`config.mk`:
```
export PLATFORM = sky130hd
export DESIGN_NAME = spi_sclk_gen
export DESIGN_NICKNAME = d
export VERILOG_FILES = /design/src/rtl/spi_sclk_pkg.sv /design/src/rtl/spi_sclk_halfcnt.sv /design/src/rtl/spi_sclk_fsm.sv /design/src/rtl/spi_sclk_bypass.sv /design/src/rtl/spi_sclk_gen.sv
export SDC_FILE = /design/constraint.sdc
export NUM_CORES = 1
export LEC_CHECK = 0
export ABC_AREA = 0
export CAP_MARGIN = 20
export CORE_MARGIN = 5
export CORE_UTILIZATION = 40
export CTS_CLUSTER_DIAMETER = 50
export DETAILED_ROUTE_END_ITERATION = 12
export GPL_TIMING_DRIVEN = 0
export PLACE_DENSITY_LB_ADDON = 0.15
export SLEW_MARGIN = 15
export SYNTH_ARGS = -nofsm -noshare
export SYNTH_HDL_FRONTEND = slang
export SYNTH_SLANG_ARGS = --single-unit
```
`constraint.sdc`:
```
create_clock -name clk -period 2.5 [get_ports clk]
set_input_delay 0.625 -clock clk [delete_from_list [all_inputs] [get_ports clk]]
set_output_delay 0.625 -clock clk [all_outputs]
set_load 0.02 [all_outputs]
```
`src/rtl/spi_sclk_pkg.sv`:
```
package spi_sclk_pkg;

    localparam int unsigned DIV_W_DEF = 8;

    typedef enum logic {
        GEN_IDLE = 1'b0,
        GEN_RUN  = 1'b1
    } gen_state_e;

    // Captured per-transaction clock mode
    typedef struct packed {
        logic cpol;
        logic bypass;
    } sclk_mode_t;

    // Edge strobes toward the shifter
    typedef struct packed {
        logic lead;
        logic trail;
    } edge_stb_t;

endpackage

```
`src/rtl/spi_sclk_halfcnt.sv`:
```
module spi_sclk_halfcnt #(
    parameter int unsigned DIV_W = spi_sclk_pkg::DIV_W_DEF
) (
    input  logic             clk,
    input  logic             rst,
    input  logic             clr,
    input  logic [DIV_W-1:0] limit,
    output logic             wrap
);
    logic [DIV_W-1:0] cnt_q;

    // A half period ends once the count has reached the limit
    assign wrap = (cnt_q == limit) && !clr;

    always_ff @(posedge clk) begin
        if (rst || clr) begin
            cnt_q <= '0;
        end else if (wrap) begin
            cnt_q <= '0;
        end else begin
            cnt_q <= cnt_q + 1'b1;
        end
    end
endmodule

```
`src/rtl/spi_sclk_fsm.sv`:
```
module spi_sclk_fsm
    import spi_sclk_pkg::*;
#(
    parameter int unsigned DIV_W = spi_sclk_pkg::DIV_W_DEF
) (
    input  logic             clk,
    input  logic             rst,
    input  logic             run,
    input  logic [DIV_W-1:0] div_code,
    input  logic             cpol,
    input  logic             wrap,
    input  logic             byp_tail,
    output logic             cnt_clr,
    output logic [DIV_W-1:0] limit,
    output sclk_mode_t       mode,
    output logic             phase,
    output edge_stb_t        stb,
    output logic             byp_act,
    output logic             running
);
    gen_state_e       state_q, state_d;
    logic             ph_q, ph_d;
    logic [DIV_W-1:0] div_q;
    logic             cpol_q;
    edge_stb_t        stb_q, stb_d;
    logic             is_byp;

    assign is_byp = (div_q == '1);

    always_comb begin
        state_d = state_q;
        ph_d    = ph_q;
        stb_d   = '0;
        unique case (state_q)
            GEN_IDLE: begin
                ph_d = 1'b0;
                if (run) begin
                    state_d = GEN_RUN;
                end
            end
            GEN_RUN: begin
                if (is_byp) begin
                    if (!run) begin
                        state_d = GEN_IDLE;
                    end
                end else if (wrap) begin
                    if (ph_q) begin
                        ph_d        = 1'b0;
                        stb_d.trail = 1'b1;
                        if (!run) begin
                            state_d = GEN_IDLE;
                        end
                    end else if (run) begin
                        ph_d       = 1'b1;
                        stb_d.lead = 1'b1;
                    end else begin
                        state_d = GEN_IDLE;
                    end
                end else if (!ph_q && !run) begin
                    // Idle half: stopping here leaves no partial pulse
                    state_d = GEN_IDLE;
                end
            end
            default: state_d = GEN_IDLE;
        endcase
    end

    always_ff @(posedge clk) begin
        if (rst) begin
            state_q <= GEN_IDLE;
            ph_q    <= 1'b0;
            stb_q   <= '0;
            div_q   <= '0;
            cpol_q  <= 1'b0;
        end else begin
            state_q <= state_d;
            ph_q    <= ph_d;
            stb_q   <= stb_d;
            // Configuration is taken only between transactions
            if (state_q == GEN_IDLE) begin
                div_q <= div_code;
            end
            if (state_q == GEN_IDLE && !byp_tail) begin
                cpol_q <= cpol;
            end
        end
    end

    assign cnt_clr     = (state_q == GEN_IDLE);
    assign limit       = div_q;
    assign mode.cpol   = cpol_q;
    assign mode.bypass = is_byp;
    assign phase       = ph_q;
    assign stb         = stb_q;
    assign byp_act     = (state_q == GEN_RUN) && is_byp;
    assign running     = (state_q == GEN_RUN);
endmodule

```
`src/rtl/spi_sclk_bypass.sv`:
```
module spi_sclk_bypass (
    input  logic clk,
    input  logic rst,
    input  logic byp_act,
    output logic gate,
    output logic tail
);
    // Enable for the full-rate path, moved only while clk is low
    always_ff @(negedge clk) begin
        if (rst) begin
            gate <= 1'b0;
        end else begin
            gate <= byp_act;
        end
    end

    // Posedge copy that lines up with the cycles carrying a pulse
    always_ff @(posedge clk) begin
        if (rst) begin
            tail <= 1'b0;
        end else begin
            tail <= byp_act;
        end
    end
endmodule

```
`src/rtl/spi_sclk_gen.sv`:
```
module spi_sclk_gen
    import spi_sclk_pkg::*;
#(
    parameter int unsigned DIV_W = spi_sclk_pkg::DIV_W_DEF
) (
    input  logic             clk,
    input  logic             rst,
    input  logic             run_i,
    input  logic [DIV_W-1:0] div_code_i,
    input  logic             cpol_i,
    output logic             sclk_o,
    output logic             lead_stb_o,
    output logic             trail_stb_o,
    output logic             busy_o
);
    logic             cnt_clr;
    logic             wrap;
    logic [DIV_W-1:0] limit;
    sclk_mode_t       mode;
    logic             phase;
    edge_stb_t        stb;
    logic             byp_act;
    logic             running;
    logic             gate;
    logic             tail;

    spi_sclk_halfcnt #(.DIV_W(DIV_W)) u_halfcnt (
        .clk   (clk),
        .rst   (rst),
        .clr   (cnt_clr),
        .limit (limit),
        .wrap  (wrap)
    );

    spi_sclk_fsm #(.DIV_W(DIV_W)) u_fsm (
        .clk      (clk),
        .rst      (rst),
        .run      (run_i),
        .div_code (div_code_i),
        .cpol     (cpol_i),
        .wrap     (wrap),
        .byp_tail (tail),
        .cnt_clr  (cnt_clr),
        .limit    (limit),
        .mode     (mode),
        .phase    (phase),
        .stb      (stb),
        .byp_act  (byp_act),
        .running  (running)
    );

    spi_sclk_bypass u_bypass (
        .clk     (clk),
        .rst     (rst),
        .byp_act (byp_act),
        .gate    (gate),
        .tail    (tail)
    );

    assign sclk_o      = mode.cpol ^ (phase | (gate & clk));
    assign lead_stb_o  = stb.lead  | tail;
    assign trail_stb_o = stb.trail | tail;
    assign busy_o      = running   | tail;
endmodule

```
---- Word-level counts from Yosys, hierarchy flattened ----
Cells that the tools add are included.
word-level totals
  input port bits ......................... 12
  bits in registers ....................... 23
  logic and storage cells ................. 44
operators by class
  reduce and logical (&&, ||, !) cells .... 11
  mux-type cells .......................... 11
  bitwise operators ....................... 8
  add/sub/neg operators ................... 1
  equality and inequality tests ........... 4
operators with widths
  cell                                           number
  2-to-1 mux 1 bit                               9
  adder 8 x 1 -> 8 bit, second input constant    1
  equality test 8 bit                            1
  equality test 8 bit, second input constant     1
  logical AND 1 bit                              4
  OR 1 bit                                       4
  one-hot mux 1 bit (2 select lines)             2
  OR reduction 4 bit                             1
  zero test 1 bit                                3
  != test 2 x 1 -> 1 bit, second input constant  1
  != test 2 bit, second input constant           1
  inverter 1 bit                                 2
  AND reduction 2 bit                            1
  OR reduction 2 bit                             1
  AND 1 bit                                      1
  logical OR 1 bit                               1
  bitwise XOR 1 bit                              1

---- Depth between registers and ports, before layout ----
Gate-level depths: netlist (run 1).
  depth in word-level cells ............... 6
  depth in mapped cells ................... 5

---- Cells and area by module ----
From an unflattened synthesis (run 1), not the netlist that was laid out.
second synthesis, totals
  cell total of the unflattened synthesis .. 110
  area total of the unflattened synthesis .. 1089.8 um^2
modules (own cells, without submodules)
  module            cells each  area an instance (um^2)  times used
  spi_sclk_fsm      53          519.2                    1
  spi_sclk_halfcnt  48          476.7                    1
  spi_sclk_bypass   4           57.6                     1
  spi_sclk_gen      5           36.3                     1

==> impl_metrics.py, run 1 <==
metrics = {
    "route": {
        "met2RoutedLength_um": 888,
        "met3_wirelength_um": 124,
        "drt_iter0_drc": 8,
        "m1WireLength_um": 797,
        "via_per_inst": 4.77,
        "post_drt_wl_per_cell_um": 12.3,
        "detail-route-antenna-nets": 0,
        "detailroute.via_count": 721,
        "top_layer_used": "met4",
        "drc": 0,
        "firstDrtPassIters": 3,
        "routed_wl_um": 1860,
    },
    "floorplanning": {
        "core_sq_mm": 0.00248,
        "chipWidth_um": 60.7,
        "dieArea_sq_mm": 0.00368,
        "fp.dieH_um": 60.7,
        "count_of_boundary_i_o_pins": 16,
        "placementRows": 18,
        "initial_utilization_pct": 41.5,
    },
    "status": {
        "violated_checks": "negative setup slack",
        "status": "finished, violations left",
    },
    "setup_path": {
        "path_cells": "a21oi_2, xnor2_2, buf_4",
        "cp_num_buf_inv": 1,
        "cpMaxStageDelayCell": "sky130_fd_sc_hd__dfxtp_1",
        "reg2reg_slack_ns": 0.29,
        "critical_path_class": "flip-flop to output port",
        "cp_data_arrival_time_ns": 2.45,
        "critical_path.top_delay_family": "flip-flops",
        "worstSetupPathDepth": 3,
        "timing.reg2reg.worst_path_depth": 3,
        "timing.critical_path.to_type": "output port",
        "crit_required_ns": 1.88,
        "startpoint_kind_of_the_worst_setup_timing_path": "flip-flop",
        "cp_max_fo": 1,
        "max_stage_delay_on_crit_path_ns": 0.30,
    },
    "layout": {
        "synthToLayoutAreaGrowth_pct": 24.2,
        "diodes": 0,
        "final_core_utilization_pct": 51.5,
        "finish.net_count": 135,
        "layoutNonFillerInstCount": 151,
        "fraction_of_final_layout_cells_sized_beyond_drive_strength_1_pct": 19.8,
        "number_of_fill_cells": 250,
    },
    "min_path": {
        "min-delay-path-class": "flip-flop to flip-flop",
        "timing.hold.worst_path_depth": 1,
    },
    "placed_design": {
        "placement.io_buffers": 15,
        "routabilityCongestion": 0.792,
        "placement.setup.worst_slack_ns": -0.543,
        "detailedPlacementHpwl_um": 1350,
        "dpl.cell_count": 144,
    },
    "power": {
        "static_leak_nw": 0.473,
        "power.density_cell_area_mw_per_mm2": 569,
        "p_total_w": 0.000726,
        "ir_drop_v": 0.000405,
    },
    "global_routing": {
        "global_route.overflow_total": 0,
        "antenna_found_initial": 0,
        "grt_first_pass_wirelength_um": 3190,
        "all_layer_gr_usage_pct": 12.7,
        "grt_start_max_net_pins": 14,
        "vias_in_the_first_global_route": 764,
    },
    "timing": {
        "finalSetupViolations": 1,
        "finalClockSkew_ns": 0.0643,
        "timing_max_transition_violations_final": 0,
        "remaining_max_slew_budget_at_the_tightest_pin_pct": 69.8,
        "grt_setup_unrepaired": "yes",
        "finalSetupTns_ns": -0.574,
        "timing_worst_slew_pin_value_ns": 0.453,
        "fin_ws_ns": -0.574,
        "timing.final.hold_violations": 0,
    },
    "logic_synthesis": {
        "netlist_top_cells_area": "sky130_fd_sc_hd__dfxtp_1, sky130_fd_sc_hd__mux2i_1, sky130_fd_sc_hd__nor2_1, sky130_fd_sc_hd__xnor2_2, sky130_fd_sc_hd__xnor2_1",
        "post_synth.cell_area_avg_sq_um": 10.4,
        "yosysTopAreaCellShare_pct": 44.8,
        "yosys.cell_count.top_type": "sky130_fd_sc_hd__dfxtp_1",
        "ys_dominant_reg_cell": "sky130_fd_sc_hd__dfxtp_1",
        "synth-seq-cells": 23,
        "synth-edff-count": 0,
        "syn-cell-area_sq_mm": 0.00103,
        "synthArstFlopShare_pct": 0,
        "yosys_warnings": 0,
        "commonest_cells_post_synth": "sky130_fd_sc_hd__dfxtp_1, sky130_fd_sc_hd__nor2_1, sky130_fd_sc_hd__mux2i_1",
        "synthesis.nets": 112,
        "synth_cells": 99,
        "synthDistinctLibCells": 27,
        "ys_seq_area_share_pct": 44.8,
        "post-synth-top-area-cell": "sky130_fd_sc_hd__dfxtp_1",
    },
    "job": {
        "total_of_max_cap_violations": 0,
    },
    "clocking": {
        "clock_tree_from_tritoncts": "yes",
        "path_clk_slew_ns": 0.13,
        "clock_network_latency_to_the_later_pin_of_the_worst_skew_pair_ns": 0.48,
        "cts-hold-fix-buffers": 0,
    },
}
## logic make-up after synthesis
kind of cell / count (synthesis) / share of synthesized area [%]
buf+inv: 6 / 2.31
flops: 23 / 44.8
fa+ha+maj: 1 / 1.22
mux: 9 / 8.77
compound gates: 5 / 3.17
simple gates: 40 / 24.0
xor+xnor: 15 / 15.7
## layout make-up
| type | count | area [sq um] | share of cell area (%) |
|---|---|---|---|
| timing repair buffer | 14 | 140 | 11.0 |
| multi-input combinational | 70 | 554 | 43.4 |
| tap | 30 | 37.5 | 2.94 |
| sequential | 23 | 460 | 36.1 |
| clock inverter | 2 | 8.76 | 0.686 |
| clock buffer | 7 | 52.6 | 4.12 |
| inverter | 3 | 11.3 | 0.882 |
| buffer | 2 | 11.3 | 0.882 |
## layout by cell type, fill, tap and decap left out, drive strengths merged, types with 4 or more instances in the layout
master         count
mux2i              9
clkdlybuf4s50     14
inv                4
dfxtp             23
nor2              18
xnor2             11
nand4              4
clkbuf             7
nand3              4
xor2               4
## sequential cells by signal, indices dropped and copies added (netlist names)
signal	flops
u_fsm.phase	1
u_fsm.limit	8
u_halfcnt.cnt_q	8
u_fsm.cpol_q	1
u_fsm.running	1
u_fsm.stb	2
u_bypass.tail	1
u_bypass.gate	1
## path summary, 6_finish.rpt
path | from | to
hold reg to reg | u_halfcnt.cnt_q[0] | u_halfcnt.cnt_q[0]
setup reg to reg | u_fsm.limit[6] | u_bypass.gate
setup / recovery | u_bypass.gate | sclk_o
hold / removal | u_halfcnt.cnt_q[0] | u_halfcnt.cnt_q[0]
## per-stage QoR
step                hold slack (ns)  area [sq um]
finish                        0.521          1280
global route                  0.536          1280
detailed placement            0.498          1230
floorplan                     0.455          1040
global placement              0.480          1230
CTS                           0.522          1280
## metal layers
layer	global-route usage, %	vias to the layer above
met2	18.9	16
met1	13.3	328
met5	0	-
met4	9.29	0
li1	-	373
met3	7.45	4
## where the power goes
group          switching [W]  leakage [nW]   total, W  internal, W
registers          0.0000129         0.188   0.000391     0.000378
logic              0.0000344         0.235  0.0000799    0.0000455
clock network       0.000138        0.0504   0.000255     0.000117
total               0.000185         0.473   0.000726     0.000541
## repair_timing
action,CTS,global route
gates cloned,0,0
resized for setup,6,0
setup buffers,0,0
setup endpoints to repair,2,1
pin swaps,1,0
Note: power is estimated with default switching activity, not from simulation.
==> run 2: changes to the inputs <==
--- a/config.mk
+++ b/config.mk
@@ -9,6 +9,7 @@
 export CAP_MARGIN = 20
 export CORE_MARGIN = 5
 export CORE_UTILIZATION = 40
+export CTS_BUF_LIST = sky130_fd_sc_hd__clkbuf_2
 export CTS_CLUSTER_DIAMETER = 50
 export DETAILED_ROUTE_END_ITERATION = 12
 export GPL_TIMING_DRIVEN = 0
==> run 2 against run 1 <==
  * Die area unchanged
  * Critical endpoint unchanged
  * Utilization shrank 0.51 points
  * Via count decreased by 0.28%
  * Global-route usage barely moved
  * Non-clock buffer count unchanged
  * Clock skew is 0.023 ns lower
  * Register-to-register slack got worse by 0.05 ns
  * The flow still finishes with violations (negative setup slack)
  * Worst setup slack gained 0.015 ns
==> impl_metrics.py, run 2 (synthesis results as in run 1) <==
metrics = {
    "setup_path": {
        "crit_required_ns": 1.88,
        "critical_path_class": "flip-flop to output port",
        "cp_max_fo": 1,
        "cpMaxStageDelayCell": "sky130_fd_sc_hd__dfxtp_1",
        "cp_data_arrival_time_ns": 2.43,
        "timing.critical_path.to_type": "output port",
        "worstReg2RegStart": "u_fsm.limit[6]",
        "path_cells": "a21oi_2, xnor2_2, buf_4",
        "startpoint_kind_of_the_worst_setup_timing_path": "flip-flop",
        "crit_start": "u_bypass.gate",
        "max_stage_delay_on_crit_path_ns": 0.30,
    },
    "floorplanning": {
        "dieArea_sq_mm": 0.00368,
        "initial_utilization_pct": 41.5,
        "chipWidth_um": 60.7,
        "placementRows": 18,
        "core_sq_mm": 0.00248,
        "count_of_boundary_i_o_pins": 16,
        "fp.dieH_um": 60.7,
    },
    "global_routing": {
        "grt_start_max_net_pins": 14,
        "grt_first_pass_wirelength_um": 3160,
        "global_route.overflow_total": 0,
        "antenna_found_initial": 0,
        "vias_in_the_first_global_route": 755,
        "all_layer_gr_usage_pct": 12.8,
    },
    "route": {
        "via_per_inst": 4.76,
        "drc": 0,
        "drt_iter0_drc": 12,
        "detailroute.via_count": 719,
        "detail-route-antenna-nets": 0,
        "post_drt_wl_per_cell_um": 12.3,
        "routed_wl_um": 1850,
        "firstDrtPassIters": 2,
    },
    "power": {
        "static_leak_nw": 0.484,
        "ir_drop_v": 0.000340,
        "p_total_w": 0.000682,
        "power.density_cell_area_mw_per_mm2": 540,
        "power.internal_w": 0.000497,
        "switchingPower_w": 0.000186,
        "switching_share_pct": 27.2,
        "power.sequential.fraction_pct": 57.5,
        "power.clock.fraction_pct": 30.8,
        "comb_power_share_pct": 11.7,
    },
    "timing": {
        "finalSetupViolations": 1,
        "fin_ws_ns": -0.559,
        "hold_slack_ns": 0.524,
        "timing_worst_slew_pin_value_ns": 0.459,
        "remaining_max_slew_budget_at_the_tightest_pin_pct": 69.4,
        "grt_setup_unrepaired": "yes",
        "finalSetupTns_ns": -0.559,
        "timing.final.hold_violations": 0,
        "finalClockSkew_ns": 0.0415,
        "timing_max_transition_violations_final": 0,
    },
    "layout": {
        "diodes": 0,
        "most_common_library_cell_in_the_layout_ignoring_fill_and_taps": "sky130_fd_sc_hd__dfxtp_1",
        "finish.net_count": 135,
        "fraction_of_final_layout_cells_sized_beyond_drive_strength_1_pct": 19.8,
        "most-common-layout-cells": "sky130_fd_sc_hd__dfxtp_1, sky130_fd_sc_hd__nor2_1, sky130_fd_sc_hd__clkdlybuf4s50_1, sky130_fd_sc_hd__mux2i_1",
        "layoutNonFillerInstCount": 151,
        "synthToLayoutAreaGrowth_pct": 23.0,
    },
    "job": {
        "total_of_max_cap_violations": 0,
    },
    "clocking": {
        "clock_network_latency_to_the_later_pin_of_the_worst_skew_pair_ns": 0.46,
        "path_clk_slew_ns": 0.20,
        "clock_tree_from_tritoncts": "yes",
    },
    "placed_design": {
        "dpl.cell_count": 144,
        "detailedPlacementHpwl_um": 1350,
        "placement.io_buffers": 15,
        "routabilityCongestion": 0.792,
    },
    "status": {
        "violated_checks": "negative setup slack",
        "status": "finished, violations left",
    },
    "min_path": {
        "min-delay-path-class": "flip-flop to flip-flop",
        "min-delay-start": "u_fsm.cpol_q",
    },
}
-- run 2: cell count changes in the layout (fill, tap and decap cells not counted), sizes merged --
cell,before,now
clkdlybuf4s50,14,13
dlymetal6s2s,0,1
-- run 2: area by class of cell --
| type | count | area (sq um) |
|---|---|---|
| fillers | 244 | 1210 |
| multi-input cells | 70 | 554 |
| flip-flops and latches | 23 | 460 |
| repair buffers | 14 | 143 |
| clock buffers | 7 | 37.5 |
| well taps | 30 | 37.5 |
| plain buffers | 2 | 11.3 |
| inverters | 3 | 11.3 |
| clock inverters | 2 | 8.76 |
-- run 2: timing repair --
action                     in CTS  in global routing
pin swaps                       1                  0
buffers inserted                0                  0
setup endpoints to repair       2                  2
gates resized for setup         6                  1
hold buffers                    0                  0
-- run 2: critical path, delay by kind of cell, from the launching register on --
family	cells	cell delay, ns
buffers and inverters	1	0.15
DFF	1	0.30
AOI/OAI and AO/OA	1	0.15
xor gates and xnor gates	1	0.12
-- run 2: through the flow --
step | utilization, % | worst slack, ns | instance area [sq um]
after global routing | 51.0 | -0.625 | 1260
after detailed placement | 49.5 | -0.543 | 1230
after CTS | 50.9 | -0.591 | 1260
final | 51.0 | -0.559 | 1260
after global placement | 49.5 | -0.542 | 1230
after floorplan | - | 0.000711 | 1040
-- run 2: path summary, 6_finish.rpt --
path	endpoint	slack [ns]	cells after the start
worst max-delay path	sclk_o	-0.56	3
worst min-delay path	u_fsm.cpol_q	0.52	2
worst max register to register	u_bypass.gate	0.24	3
worst min register to register	u_fsm.cpol_q	0.52	2
-- run 2: routing by layer --
layer	up-vias	routed length [um]	global-route usage, %
met3	5	125	7.45
met2	16	890	18.9
met1	323	800	13.2
met4	0	34	9.91
li1	375	-	-
met5	-	0	0
-- run 2: power groups by stage --
stage | Combinational (W) | Clock, W | Sequential [W]
6_report | 0.0000800 | 0.000210 | 0.000392
5_1_grt | 0.0000864 | 0.000244 | 0.000394
4_1_cts | 0.0000805 | 0.000226 | 0.000392
3_5_place_dp | 0.0000796 | 0.0000112 | 0.000400
3_3_place_gp | 0.0000786 | 0.0000112 | 0.000399
2_1_floorplan | 0.0000537 | 0.00000911 | 0.000396
==> run 3: changes to the inputs <==
--- a/config.mk
+++ b/config.mk
@@ -14,6 +14,7 @@
 export DETAILED_ROUTE_END_ITERATION = 12
 export GPL_TIMING_DRIVEN = 0
 export PLACE_DENSITY_LB_ADDON = 0.15
+export REMOVE_ABC_BUFFERS = 1
 export SLEW_MARGIN = 15
 export SYNTH_ARGS = -nofsm -noshare
 export SYNTH_HDL_FRONTEND = slang
==> run 3 against run 2 <==
  * The run still ends with negative setup slack left
  * Clock power is 2% higher
  * Die area stayed put
  * Final cell count is 1.3% lower
  * Sequential power hardly changed
  * Clock-buffer cell count is 1 higher
  * Flip-flop and latch count stayed put
==> impl_metrics.py, run 3 (synthesis results as in run 1) <==
metrics = {
    "placed_design": {
        "detailedPlacementHpwl_um": 1310,
        "placement.setup.worst_slack_ns": -0.582,
        "placement.io_buffers": 15,
        "placement.cell_area_sq_mm": 0.00121,
        "routabilityCongestion": 0.660,
    },
    "setup_path": {
        "timing_endpoint_of_the_critical_path": "sclk_o",
        "timing.critical_path.to_type": "output port",
        "crit_required_ns": 1.88,
        "cp_max_fo": 1,
        "startpoint_kind_of_the_worst_setup_timing_path": "flip-flop",
        "endpoint_of_the_worst_register_to_register_path": "u_bypass.gate",
        "critical_path_class": "flip-flop to output port",
        "reg2reg_slack_ns": 0.24,
        "crit_start": "u_bypass.gate",
        "cp_data_arrival_time_ns": 2.40,
        "worstReg2RegStart": "u_fsm.limit[5]",
        "timing.reg2reg.worst_path_depth": 3,
    },
    "global_routing": {
        "met1_usage_pct": 13.9,
        "global_route.overflow_total": 0,
        "all_layer_gr_usage_pct": 12.8,
        "grt_first_pass_wirelength_um": 3230,
        "grt_start_max_net_pins": 13,
        "grt_use_met2_pct": 18.8,
        "global_route.peak_usage_layer": "met2",
        "antenna_found_initial": 0,
        "grt_use_met3_pct": 6.17,
        "vias_in_the_first_global_route": 739,
    },
    "layout": {
        "synthToLayoutAreaGrowth_pct": 20.9,
        "fraction_of_final_layout_cells_sized_beyond_drive_strength_1_pct": 19.3,
        "most-common-layout-cells": "sky130_fd_sc_hd__dfxtp_1, sky130_fd_sc_hd__nor2_1, sky130_fd_sc_hd__clkdlybuf4s50_1, sky130_fd_sc_hd__mux2i_1",
        "final_core_utilization_pct": 50.2,
        "summed_area_of_non_filler_cells_in_the_final_layout_sq_mm": 0.00124,
        "finish.net_count": 133,
        "diodes": 0,
        "most_common_library_cell_in_the_layout_ignoring_fill_and_taps": "sky130_fd_sc_hd__dfxtp_1",
    },
    "power": {
        "static_leak_nw": 0.461,
        "power.internal_w": 0.000501,
        "ir_drop_v": 0.000296,
        "switching_share_pct": 26.6,
        "power.sequential.fraction_pct": 57.9,
        "comb_power_share_pct": 10.7,
        "power.clock.fraction_pct": 31.4,
        "switchingPower_w": 0.000182,
        "p_total_w": 0.000683,
        "power.density_cell_area_mw_per_mm2": 550,
    },
    "floorplanning": {
        "chipWidth_um": 60.7,
        "fp.dieH_um": 60.7,
        "core_sq_mm": 0.00248,
        "dieArea_sq_mm": 0.00368,
        "initial_utilization_pct": 41.5,
        "placementRows": 18,
        "count_of_boundary_i_o_pins": 16,
    },
    "timing": {
        "finalSetupViolations": 1,
        "grt_setup_unrepaired": "yes",
        "hold_slack_ns": 0.487,
        "timing_worst_slew_pin_value_ns": 0.424,
        "finalClockSkew_ns": 0.0493,
        "timing.final.hold_violations": 0,
        "remaining_max_slew_budget_at_the_tightest_pin_pct": 71.7,
        "timing_max_transition_violations_final": 0,
        "fin_ws_ns": -0.528,
    },
    "route": {
        "firstDrtPassIters": 3,
        "post_drt_wl_per_cell_um": 12.0,
        "routed_wl_um": 1790,
        "drc": 0,
        "via_per_inst": 4.79,
        "detail-route-antenna-nets": 0,
        "detailroute.via_count": 714,
        "drt_iter0_drc": 2,
    },
    "min_path": {
        "min-delay-path-class": "flip-flop to flip-flop",
        "timing.hold.worst_path_depth": 2,
    },
    "clocking": {
        "cts-hold-fix-buffers": 0,
        "cts_setup_buffers": 0,
        "path_clk_slew_ns": 0.20,
        "clock_network_latency_to_the_later_pin_of_the_worst_skew_pair_ns": 0.45,
        "clock_tree_from_tritoncts": "yes",
    },
    "status": {
        "status": "finished, violations left",
        "violated_checks": "negative setup slack",
    },
    "job": {
        "total_of_max_cap_violations": 0,
    },
}
==> run 3: changes by cell type in the layout (fill, tap and decap cells not counted), sizes merged <==
cell,previous run,this run
buf,2,1
clkinvlp,1,0
dlygate4sd2,0,1
dlymetal6s2s,1,0
==> run 3: layer usage <==
layer  up-vias  part of all wire [%]
li1        370                     -
met1       317                    44
met2        18                    46
met3         9                   5.6
met4         0                   4.0
met5         -                     0
==> run 3: worst min path at each step <==
stage	startpoint	endpoint	slack, ns
floorplan	u_fsm.cpol_q	u_fsm.cpol_q	0.44
global placement	u_fsm.cpol_q	u_fsm.cpol_q	0.46
detailed placement	u_fsm.cpol_q	u_fsm.cpol_q	0.47
CTS	u_fsm.cpol_q	u_fsm.cpol_q	0.49
global route	u_fsm.cpol_q	u_fsm.cpol_q	0.55
finish	u_fsm.cpol_q	u_fsm.cpol_q	0.49
==> run 3: repair_timing <==
item	4_1_cts	5_1_grt
endpoints found under the setup margin	3	2
pin swaps	2	0
resized for setup	8	0
==> run 3: worst max-delay path: stages (launching register included) <==
cell	delay [ns]
sky130_fd_sc_hd__dfxtp_1	0.30
sky130_fd_sc_hd__a21oi_2	0.12
sky130_fd_sc_hd__xnor2_1	0.12
sky130_fd_sc_hd__buf_4	0.16
==> run 3: power groups by stage <==
stage	logic, W	clock network [W]	registers [W]
2_1_floorplan	0.0000485	0.00000801	0.000399
3_3_place_gp	0.0000731	0.0000101	0.000403
6_report	0.0000730	0.000215	0.000395
3_5_place_dp	0.0000746	0.0000101	0.000403
4_1_cts	0.0000741	0.000230	0.000396
5_1_grt	0.0000799	0.000248	0.000398
==> run 3: final cells by class <==
class                   instances  area (sq um)
fillers                       239          1230
flip-flops and latches         23           462
repair buffers                 14           139
well taps                      30          37.5
inverters                       3          11.3
clock inverters                 1          3.75
clock buffers                   8          42.5
multi-input cells              70           547
==> run 3: stage by stage <==
stage,instances,TNS [ns]
finish,149,-0.528
global route,149,-0.671
CTS,149,-0.573
detailed placement,142,-1.12
global placement,142,-1.10
floorplan,97,-0.113
